### src/rtl/sdck_pkg.sv
package sdck_pkg;

    localparam int CFG_W     = 32;
    localparam int CKDIV_W   = 10;
    localparam int DIV_LSB   = 0;
    localparam int PSAVE_BIT = 12;
    localparam int BW4_BIT   = 14;
    localparam int BW8_BIT   = 15;
    localparam int LATE_BIT  = 16;

    typedef enum logic [1:0] {
        BW_1 = 2'd0,
        BW_4 = 2'd1,
        BW_8 = 2'd2
    } bus_w_e;

    typedef struct packed {
        logic [CKDIV_W-1:0] div;
        logic               pwr_save;
        logic               late_edge;
        bus_w_e             width;
    } ck_cfg_t;

    // Split the configuration word into its fields; the 8-bit bit wins.
    function automatic ck_cfg_t decode_cfg(input logic [CFG_W-1:0] w);
        ck_cfg_t c;
        c.div       = w[DIV_LSB +: CKDIV_W];
        c.pwr_save  = w[PSAVE_BIT];
        c.late_edge = w[LATE_BIT];
        if (w[BW8_BIT])
            c.width = BW_8;
        else if (w[BW4_BIT])
            c.width = BW_4;
        else
            c.width = BW_1;
        return c;
    endfunction

endpackage

### src/rtl/sdck_shadow.sv
module sdck_shadow
    import sdck_pkg::*;
(
    input  logic    clk_i,
    input  logic    rst_i,
    input  logic    load_i,
    input  ck_cfg_t live_i,
    output ck_cfg_t act_o
);

    // Active copy of the configuration, refreshed only when the divider
    // core reports a period boundary (or continuously in bypass).
    always_ff @(posedge clk_i) begin
        if (rst_i)
            act_o <= '0;
        else if (load_i)
            act_o <= live_i;
    end

endmodule

### src/rtl/sdck_divcore.sv
module sdck_divcore #(
    parameter int DIVW = 10
) (
    input  logic            clk_i,
    input  logic            rst_i,
    input  logic [DIVW-1:0] cur_div_i,
    input  logic            cur_late_i,
    input  logic [DIVW-1:0] new_div_i,
    input  logic            new_late_i,
    input  logic            stop_i,
    output logic            load_o,
    output logic            ck_o,
    output logic            stb_o,
    output logic            byp_run_o
);

    logic [DIVW-1:0] cnt_q;
    logic [DIVW-1:0] cnt_d;
    logic            ck_d;
    logic            stb_d;
    logic            byp;
    logic            at_end;

    assign byp    = (cur_div_i == '0);
    assign at_end = (cnt_q == cur_div_i - 1'b1);

    // Bypass: accept config every cycle, keep the divided clock low.
    // Divided: count N cycles per phase; the end of a low phase is the
    // period boundary where config is adopted or the clock is parked.
    always_comb begin
        load_o = 1'b0;
        cnt_d  = cnt_q;
        ck_d   = ck_o;
        stb_d  = 1'b0;
        if (byp) begin
            load_o = 1'b1;
            cnt_d  = '0;
            ck_d   = 1'b0;
            stb_d  = (new_div_i == '0) && !stop_i;
        end else if (!at_end) begin
            cnt_d = cnt_q + 1'b1;
        end else if (ck_o) begin
            cnt_d = '0;
            ck_d  = 1'b0;
            stb_d = cur_late_i;
        end else if (!stop_i) begin
            load_o = 1'b1;
            cnt_d  = '0;
            if (new_div_i == '0) begin
                ck_d = 1'b0;
            end else begin
                ck_d  = 1'b1;
                stb_d = !new_late_i;
            end
        end
    end

    always_ff @(posedge clk_i) begin
        if (rst_i) begin
            cnt_q <= '0;
            ck_o  <= 1'b0;
            stb_o <= 1'b0;
        end else begin
            cnt_q <= cnt_d;
            ck_o  <= ck_d;
            stb_o <= stb_d;
        end
    end

    assign byp_run_o = byp && !stop_i;

endmodule

### src/rtl/sdck_outgate.sv
module sdck_outgate (
    input  logic clk_i,
    input  logic rst_i,
    input  logic byp_run_i,
    input  logic div_ck_i,
    output logic card_clk_o
);

    logic gate_q;

    // Enable sampled while the kernel clock is low, so the AND below can
    // only open or close during a low phase: no partial pulses.
    always_ff @(negedge clk_i) begin
        if (rst_i)
            gate_q <= 1'b0;
        else
            gate_q <= byp_run_i;
    end

    assign card_clk_o = div_ck_i | (clk_i & gate_q);

endmodule

### src/rtl/sdck_gen.sv
module sdck_gen
    import sdck_pkg::*;
#(
    parameter int DIVW = CKDIV_W
) (
    input  logic             clk_i,
    input  logic             rst_i,
    input  logic [CFG_W-1:0] cfg_i,
    input  logic             bus_idle_i,
    output logic             card_clk_o,
    output logic             launch_stb_o,
    output logic [1:0]       bus_width_o
);

    ck_cfg_t   live_cfg;
    ck_cfg_t   act_cfg;
    logic      stop;
    logic      load;
    logic      div_ck;
    logic      byp_run;

    assign live_cfg = decode_cfg(cfg_i);
    assign stop     = live_cfg.pwr_save && bus_idle_i;

    sdck_shadow u_shadow (
        .clk_i  (clk_i),
        .rst_i  (rst_i),
        .load_i (load),
        .live_i (live_cfg),
        .act_o  (act_cfg)
    );

    sdck_divcore #(.DIVW(DIVW)) u_core (
        .clk_i      (clk_i),
        .rst_i      (rst_i),
        .cur_div_i  (act_cfg.div),
        .cur_late_i (act_cfg.late_edge),
        .new_div_i  (live_cfg.div),
        .new_late_i (live_cfg.late_edge),
        .stop_i     (stop),
        .load_o     (load),
        .ck_o       (div_ck),
        .stb_o      (launch_stb_o),
        .byp_run_o  (byp_run)
    );

    sdck_outgate u_gate (
        .clk_i      (clk_i),
        .rst_i      (rst_i),
        .byp_run_i  (byp_run),
        .div_ck_i   (div_ck),
        .card_clk_o (card_clk_o)
    );

    assign bus_width_o = act_cfg.width;

endmodule

### config.mk
export PLATFORM = sky130hd
export DESIGN_NAME = sdck_gen
export DESIGN_NICKNAME = d
export VERILOG_FILES = /design/src/rtl/sdck_pkg.sv /design/src/rtl/sdck_shadow.sv /design/src/rtl/sdck_divcore.sv /design/src/rtl/sdck_outgate.sv /design/src/rtl/sdck_gen.sv
export SDC_FILE = /design/constraint.sdc
export NUM_CORES = 1
export LEC_CHECK = 0
export ABC_AREA = 1
export BUFFER_PORTS_ARGS = -buffer_cell sky130_fd_sc_hd__buf_2
export CORE_MARGIN = 5
export CORE_UTILIZATION = 30
export DETAILED_ROUTE_END_ITERATION = 8
export RECOVER_POWER = 25
export SYNTH_ARGS = -nofsm -noshare
export SYNTH_HDL_FRONTEND = slang
export SYNTH_SLANG_ARGS = --single-unit
### constraint.sdc
create_clock -name clk_i -period 2.55 [get_ports clk_i]
set_input_delay 0.3825 -clock clk_i [delete_from_list [all_inputs] [get_ports clk_i]]
set_output_delay 0.3825 -clock clk_i [all_outputs]
set_load 0.05 [all_outputs]
==> results.cfg, run 1 <==
[critical_path]
crit_path_cell_trace = nand2_2, nand2_2, buf_6
cp_num_cells = 3
worst_r2r_path_depth = 8
cp_common_cell = nand2_2
start_kind = flip-flop
rr_endpoint = u_gate.gate_q
critical_path.max_fanout = 1
worstSetupPathType = reg -> out
crit_buf_inv = 1
crit_required_ns = 2.17
ff2ff_setup_slack_ns = 0.06
worst_ep_arrival_time_ns = 2.31
critPathCaptureType = primary output
cp_slowest_cell = dfxtp_2
slowest_delay_ns = 0.32
cp_top_family = flip-flops
endpoint = card_clk_o
critPathLaunch = u_gate.gate_q
r2r-start = u_shadow.act_o[4]

[sta]
slew_headroom_pct = 60.1
tns_ns = -0.146
fin_hold_ws_ns = 0.197
finClkSkew_ns = 0.0794
slew_viol_final = 0
setup_viol_count_final = 2
hold_violations = 0
worst_pin_slew_ns = 0.600
fin_ws_ns = -0.146
rsz0062_at_grt = yes

[pwr]
powerDensity_nw_per_um2 = 1310
swShare_pct = 45.4
power_frac_seq_pct = 23.0
peakVddDrop_mv = 0.789
comb_power_share_pct = 59.5
leakage_nw = 0.986
p_int_mw = 1.47
total_power_mw = 2.70
power_switching_mw = 1.23
power_frac_clock_pct = 17.4

[global_route]
grt_overflow_total = 0
grt_pass1_vias = 1592
antenna_found_initial = 0
grt_pass1_wl_um = 6690
grt_util_all_layers_pct = 11.4
grt_max_degree = 16

[placed_design]
dp_slack_ns = -0.0566
portBuffers = 20
hpwl_um = 3000
gp_congestion = 0.801

[die]
coreArea_um2 = 5470
placementRows = 27
die_area_um2 = 7210
die_height_um = 84.9
start_util_pct = 30.7
die_w_um = 84.9
num_io_pins = 39

[run]
maxCapViolations = 0

[finish]
drive_gt1_share_pct = 24.6
area_growth_pct = 23.0
insertedDiodeCount = 0
fin_util_pct = 37.8
nNetsFinal = 335

[clock_tree]
clk_latency_ns = 0.47
cts_tree = built
cts.reportedPaths.clkPinSlew_ns = 0.10

[drt]
via_per_inst = 4.49
ant_nets = 0
num_vias = 1658
first_pass_iters = 5
wirelength_um = 3840
drtIter0Drc = 94
route.detailed.drc = 0
drt-wirelength-per-cell_um = 10.4

[yosys]
seq_area_frac_synth_pct = 30.9
syn_inst = 264
synth_area_per_cell_um2 = 6.37
ys_ff_latch = 26
ys_types = 29
syn_nets = 301
ys_warn_count = 0
synth_area_um2 = 1680

[hold_path]
hold_path.class = in -> reg

[run_status]
violations = negative setup slack
outcome = finished, violations left
==> worst min path at each step <==
stage                    endpoint  cells after the start                from  slack [ns]
4_1_cts        u_shadow.act_o[13]                      2               rst_i        0.18
5_1_grt         u_shadow.act_o[8]                      3            cfg_i[4]        0.21
6_report       u_shadow.act_o[13]                      2               rst_i        0.20
2_1_floorplan  u_shadow.act_o[13]                      1               rst_i        0.45
3_5_place_dp   u_shadow.act_o[13]                      2  u_shadow.act_o[13]        0.49
3_3_place_gp   u_shadow.act_o[13]                      2  u_shadow.act_o[13]        0.49
==> logic make-up (layout without fill, tap and decap cells) <==
logic type	after synthesis	after routing	share of synthesized area (%)
compound gates	19	19	6.47
xor+xnor	9	9	4.68
fa+ha+maj	2	2	1.49
buf+inv	39	72	10.3
flops	26	26	30.9
simple gates	169	169	46.1
==> stage by stage <==
stage / std cells / area (um2)
floorplan: 264 / 1700
global placement: 360 / 1920
detailed placement: 360 / 1920
CTS: 367 / 2040
global route: 369 / 2070
finish: 369 / 2070
==> flip-flops by register name, summed over array words and instances, names as in the netlist <==
register	cells
u_core.cnt_q	10
u_shadow.act_o	13
u_core.ck_o	1
u_gate.gate_q	1
u_core.stb_o	1
==> synth_stat cells <==
master | n | area share, %
inv_1 | 28 | 6.2
nor2_1 | 44 | 9.8
xnor2_1 | 4 | 2.1
nand4_1 | 3 | 1.1
xor2_1 | 5 | 2.6
nand2_1 | 65 | 14
o21ai_0 | 3 | 0.89
buf_1 | 1 | 0.22
nand2_2 | 1 | 0.37
or2_2 | 2 | 0.74
ha_1 | 2 | 1.5
nand3_1 | 27 | 8.0
nand3b_1 | 7 | 3.1
nand2_4 | 1 | 0.67
o21a_1 | 2 | 0.89
o21bai_1 | 2 | 0.89
inv_2 | 2 | 0.45
nand3_2 | 3 | 1.8
nor2_2 | 11 | 4.1
buf_4 | 3 | 1.3
clkinv_1 | 1 | 0.22
clkbuf_1 | 1 | 0.22
buf_6 | 2 | 1.3
nor3_1 | 4 | 1.2
a21oi_1 | 11 | 3.3
nor2_4 | 1 | 0.67
dfxtp_1 | 26 | 31
o21ai_2 | 1 | 0.52
buf_2 | 1 | 0.30
==> layout by cell type, fill, tap and decap left out, drive strengths merged <==
cell | Yosys | routed
a21oi | 11 | 11
inv | 30 | 30
nor3 | 4 | 4
nand3 | 30 | 30
o21bai | 2 | 2
clkbuf | 1 | 10
o21ai | 4 | 4
ha | 2 | 2
nor2 | 56 | 56
dfxtp | 26 | 26
clkinv | 1 | 1
nand4 | 3 | 3
nand3b | 7 | 7
o21a | 2 | 2
nand2 | 67 | 67
xnor2 | 4 | 4
buf | 7 | 31
or2 | 2 | 2
xor2 | 5 | 5
==> timing repair <==
| item | 4_1_cts | 5_1_grt |
|---|---|---|
| pin swaps | 0 | 4 |
| hold buffers | 0 | 0 |
| resized for setup | 4 | 10 |
| endpoints found under the setup margin | 3 | 3 |
| buffers inserted | 0 | 2 |
| endpoints found under the hold margin | 0 | 0 |
==> final cells by class <==
cell class / count / area, um2
Sequential cell: 26 / 524
Multi-Input combinational cell: 199 / 1020
Clock inverter: 1 / 3.75
Timing Repair Buffer: 33 / 196
Tap cell: 72 / 90.1
Clock buffer: 8 / 119
Fill cell: 615 / 3400
Inverter: 30 / 113
==> routing by layer <==
metal | vias up | GRT usage (%) | wire (um)
li1 | 892 | - | -
met1 | 721 | 14.0 | 1830
met2 | 34 | 18.6 | 1790
met3 | 11 | 2.43 | 134
met4 | 0 | 5.76 | 85
met5 | - | 0 | 0
==> power by group through the flow <==
| stage | sequential (mW) | clock [mW] | combinational (mW) |
|---|---|---|---|
| floorplan | 0.606 | 0.0209 | 1.22 |
| global route | 0.642 | 0.502 | 1.83 |
| finish | 0.622 | 0.471 | 1.61 |
| detailed placement | 0.624 | 0.0239 | 1.56 |
| CTS | 0.616 | 0.484 | 1.57 |
| global placement | 0.620 | 0.0239 | 1.54 |
(Power assumes the default switching activity.)
==> run 2: changes to the inputs <==
CORE_UTILIZATION = 53   (was 30)
PLACE_DENSITY = 0.79   (was not set)
SKIP_CTS_REPAIR_TIMING = 1   (was not set)
==> results.cfg, run 2 (synthesized netlist as in run 1, its figures left out) <==
[sta]
fin_ws_ns = -0.175
tns_ns = -0.175
worst_pin_slew_ns = 0.596
rsz0062_at_grt = yes
slew_headroom_pct = 60.5
finClkSkew_ns = 0.0627
setup_viol_count_final = 2
slew_viol_final = 0
hold_violations = 0

[critical_path]
cp_slowest_cell = dfxtp_2
cp_common_cell = nand2_1
ff2ff_setup_slack_ns = 0.05
rr_endpoint = u_gate.gate_q
critical_path.max_fanout = 1
slowest_delay_ns = 0.31
worst_ep_arrival_time_ns = 2.34
critPathLaunch = u_gate.gate_q
crit_path_cell_trace = nand2_1, nand2_1, buf_6
crit_required_ns = 2.17
r2r-start = u_shadow.act_o[4]
critPathCaptureType = primary output
worstSetupPathType = reg -> out
crit_buf_inv = 1
worst_r2r_path_depth = 8
cp_top_family = flip-flops
start_kind = flip-flop

[die]
coreArea_um2 = 3050
die_w_um = 66.4
start_util_pct = 55.1
placementRows = 20
die_area_um2 = 4400
num_io_pins = 39
die_height_um = 66.4

[pwr]
total_power_mw = 2.60
powerDensity_nw_per_um2 = 1310
leakage_nw = 0.956
peakVddDrop_mv = 1.05

[placed_design]
gp_congestion = 0.861
hpwl_um = 2750
dp.cells = 330
postPlaceCellArea_um2 = 1870
portBuffers = 20

[global_route]
antenna_found_initial = 0
grt_util_all_layers_pct = 18.4
grt_pass1_wl_um = 6240
grt_max_degree = 16
grt_pass1_vias = 1558
grt_overflow_total = 0

[finish]
fin_cells = 339
top_register = u_shadow.act_o
drive_gt1_share_pct = 23.1
final_common_cell = nand2_1
nNetsFinal = 333
multiInputGateArea_um2 = 1030
final_cell_mix = nand2_1 (65), nor2_1 (42), nand3_1 (26)
insertedDiodeCount = 0
largest_reg_flops = 13
reg_top3 = u_shadow.act_o x13, u_core.cnt_q x10
num-fill-cells = 307
area_growth_pct = 17.8
fin_area_um2 = 1980
seqCellArea_um2 = 524

[drt]
highest_layer = met4
first_pass_iters = 4
route.met3.wl_um = 179
wl_met1_um = 1580
num_vias = 1636
drtIter0Drc = 86
via_per_inst = 4.83
route.detailed.drc = 0
drt-wirelength-per-cell_um = 10.6
ant_nets = 0
wirelength_um = 3600
route.met2.wl_um = 1780

[hold_path]
min_from = rst_i
holdPathStages = 2
worstHoldEndpoint = u_shadow.act_o[13]
hold_path.class = in -> reg

[run_status]
violations = negative setup slack
outcome = finished, violations left

[clock_tree]
cts_tree = built
clk_latency_ns = 0.50
cts.reportedPaths.clkPinSlew_ns = 0.15

[run]
maxCapViolations = 0
-- run 2: layout make-up --
class / count / share of cell area (%)
multi-input cells: 199 / 51.9
flip-flops and latches: 26 / 26.4
repair buffers: 31 / 8.96
inverters: 30 / 5.68
clock buffers: 8 / 4.10
well taps: 44 / 2.78
clock inverters: 1 / 0.189
-- run 2: per-layer routing --
metal / GRT usage, % / vias to the layer above
met4: 7.36 / 0
met5: 0 / -
met3: 5.44 / 8
met2: 32.3 / 30
met1: 20.5 / 712
li1: - / 886
-- run 2: worst max-delay path by stage --
| stage | to | slack [ns] | cells past startpoint |
|---|---|---|---|
| finish | card_clk_o | -0.18 | 3 |
| global route | card_clk_o | -0.27 | 3 |
| CTS | card_clk_o | -0.28 | 3 |
| detailed placement | u_gate.gate_q | -0.02 | 8 |
| global placement | u_gate.gate_q | 0.003 | 8 |
| floorplan | u_gate.gate_q | 0.007 | 8 |
-- run 2: where the power goes --
part           switching (mW)  internal [mW]
clock                   0.168          0.182
combinational           0.968          0.666
sequential             0.0908          0.528
-- run 2: per-stage QoR --
step	hold slack [ns]	util (%)	setup slack, ns
floorplan	0.452	-	0.00727
global placement	0.487	61.4	0.00290
detailed placement	0.484	61.4	-0.0162
CTS	0.107	63.6	-0.280
global route	0.0923	65.0	-0.268
finish	0.127	65.0	-0.175
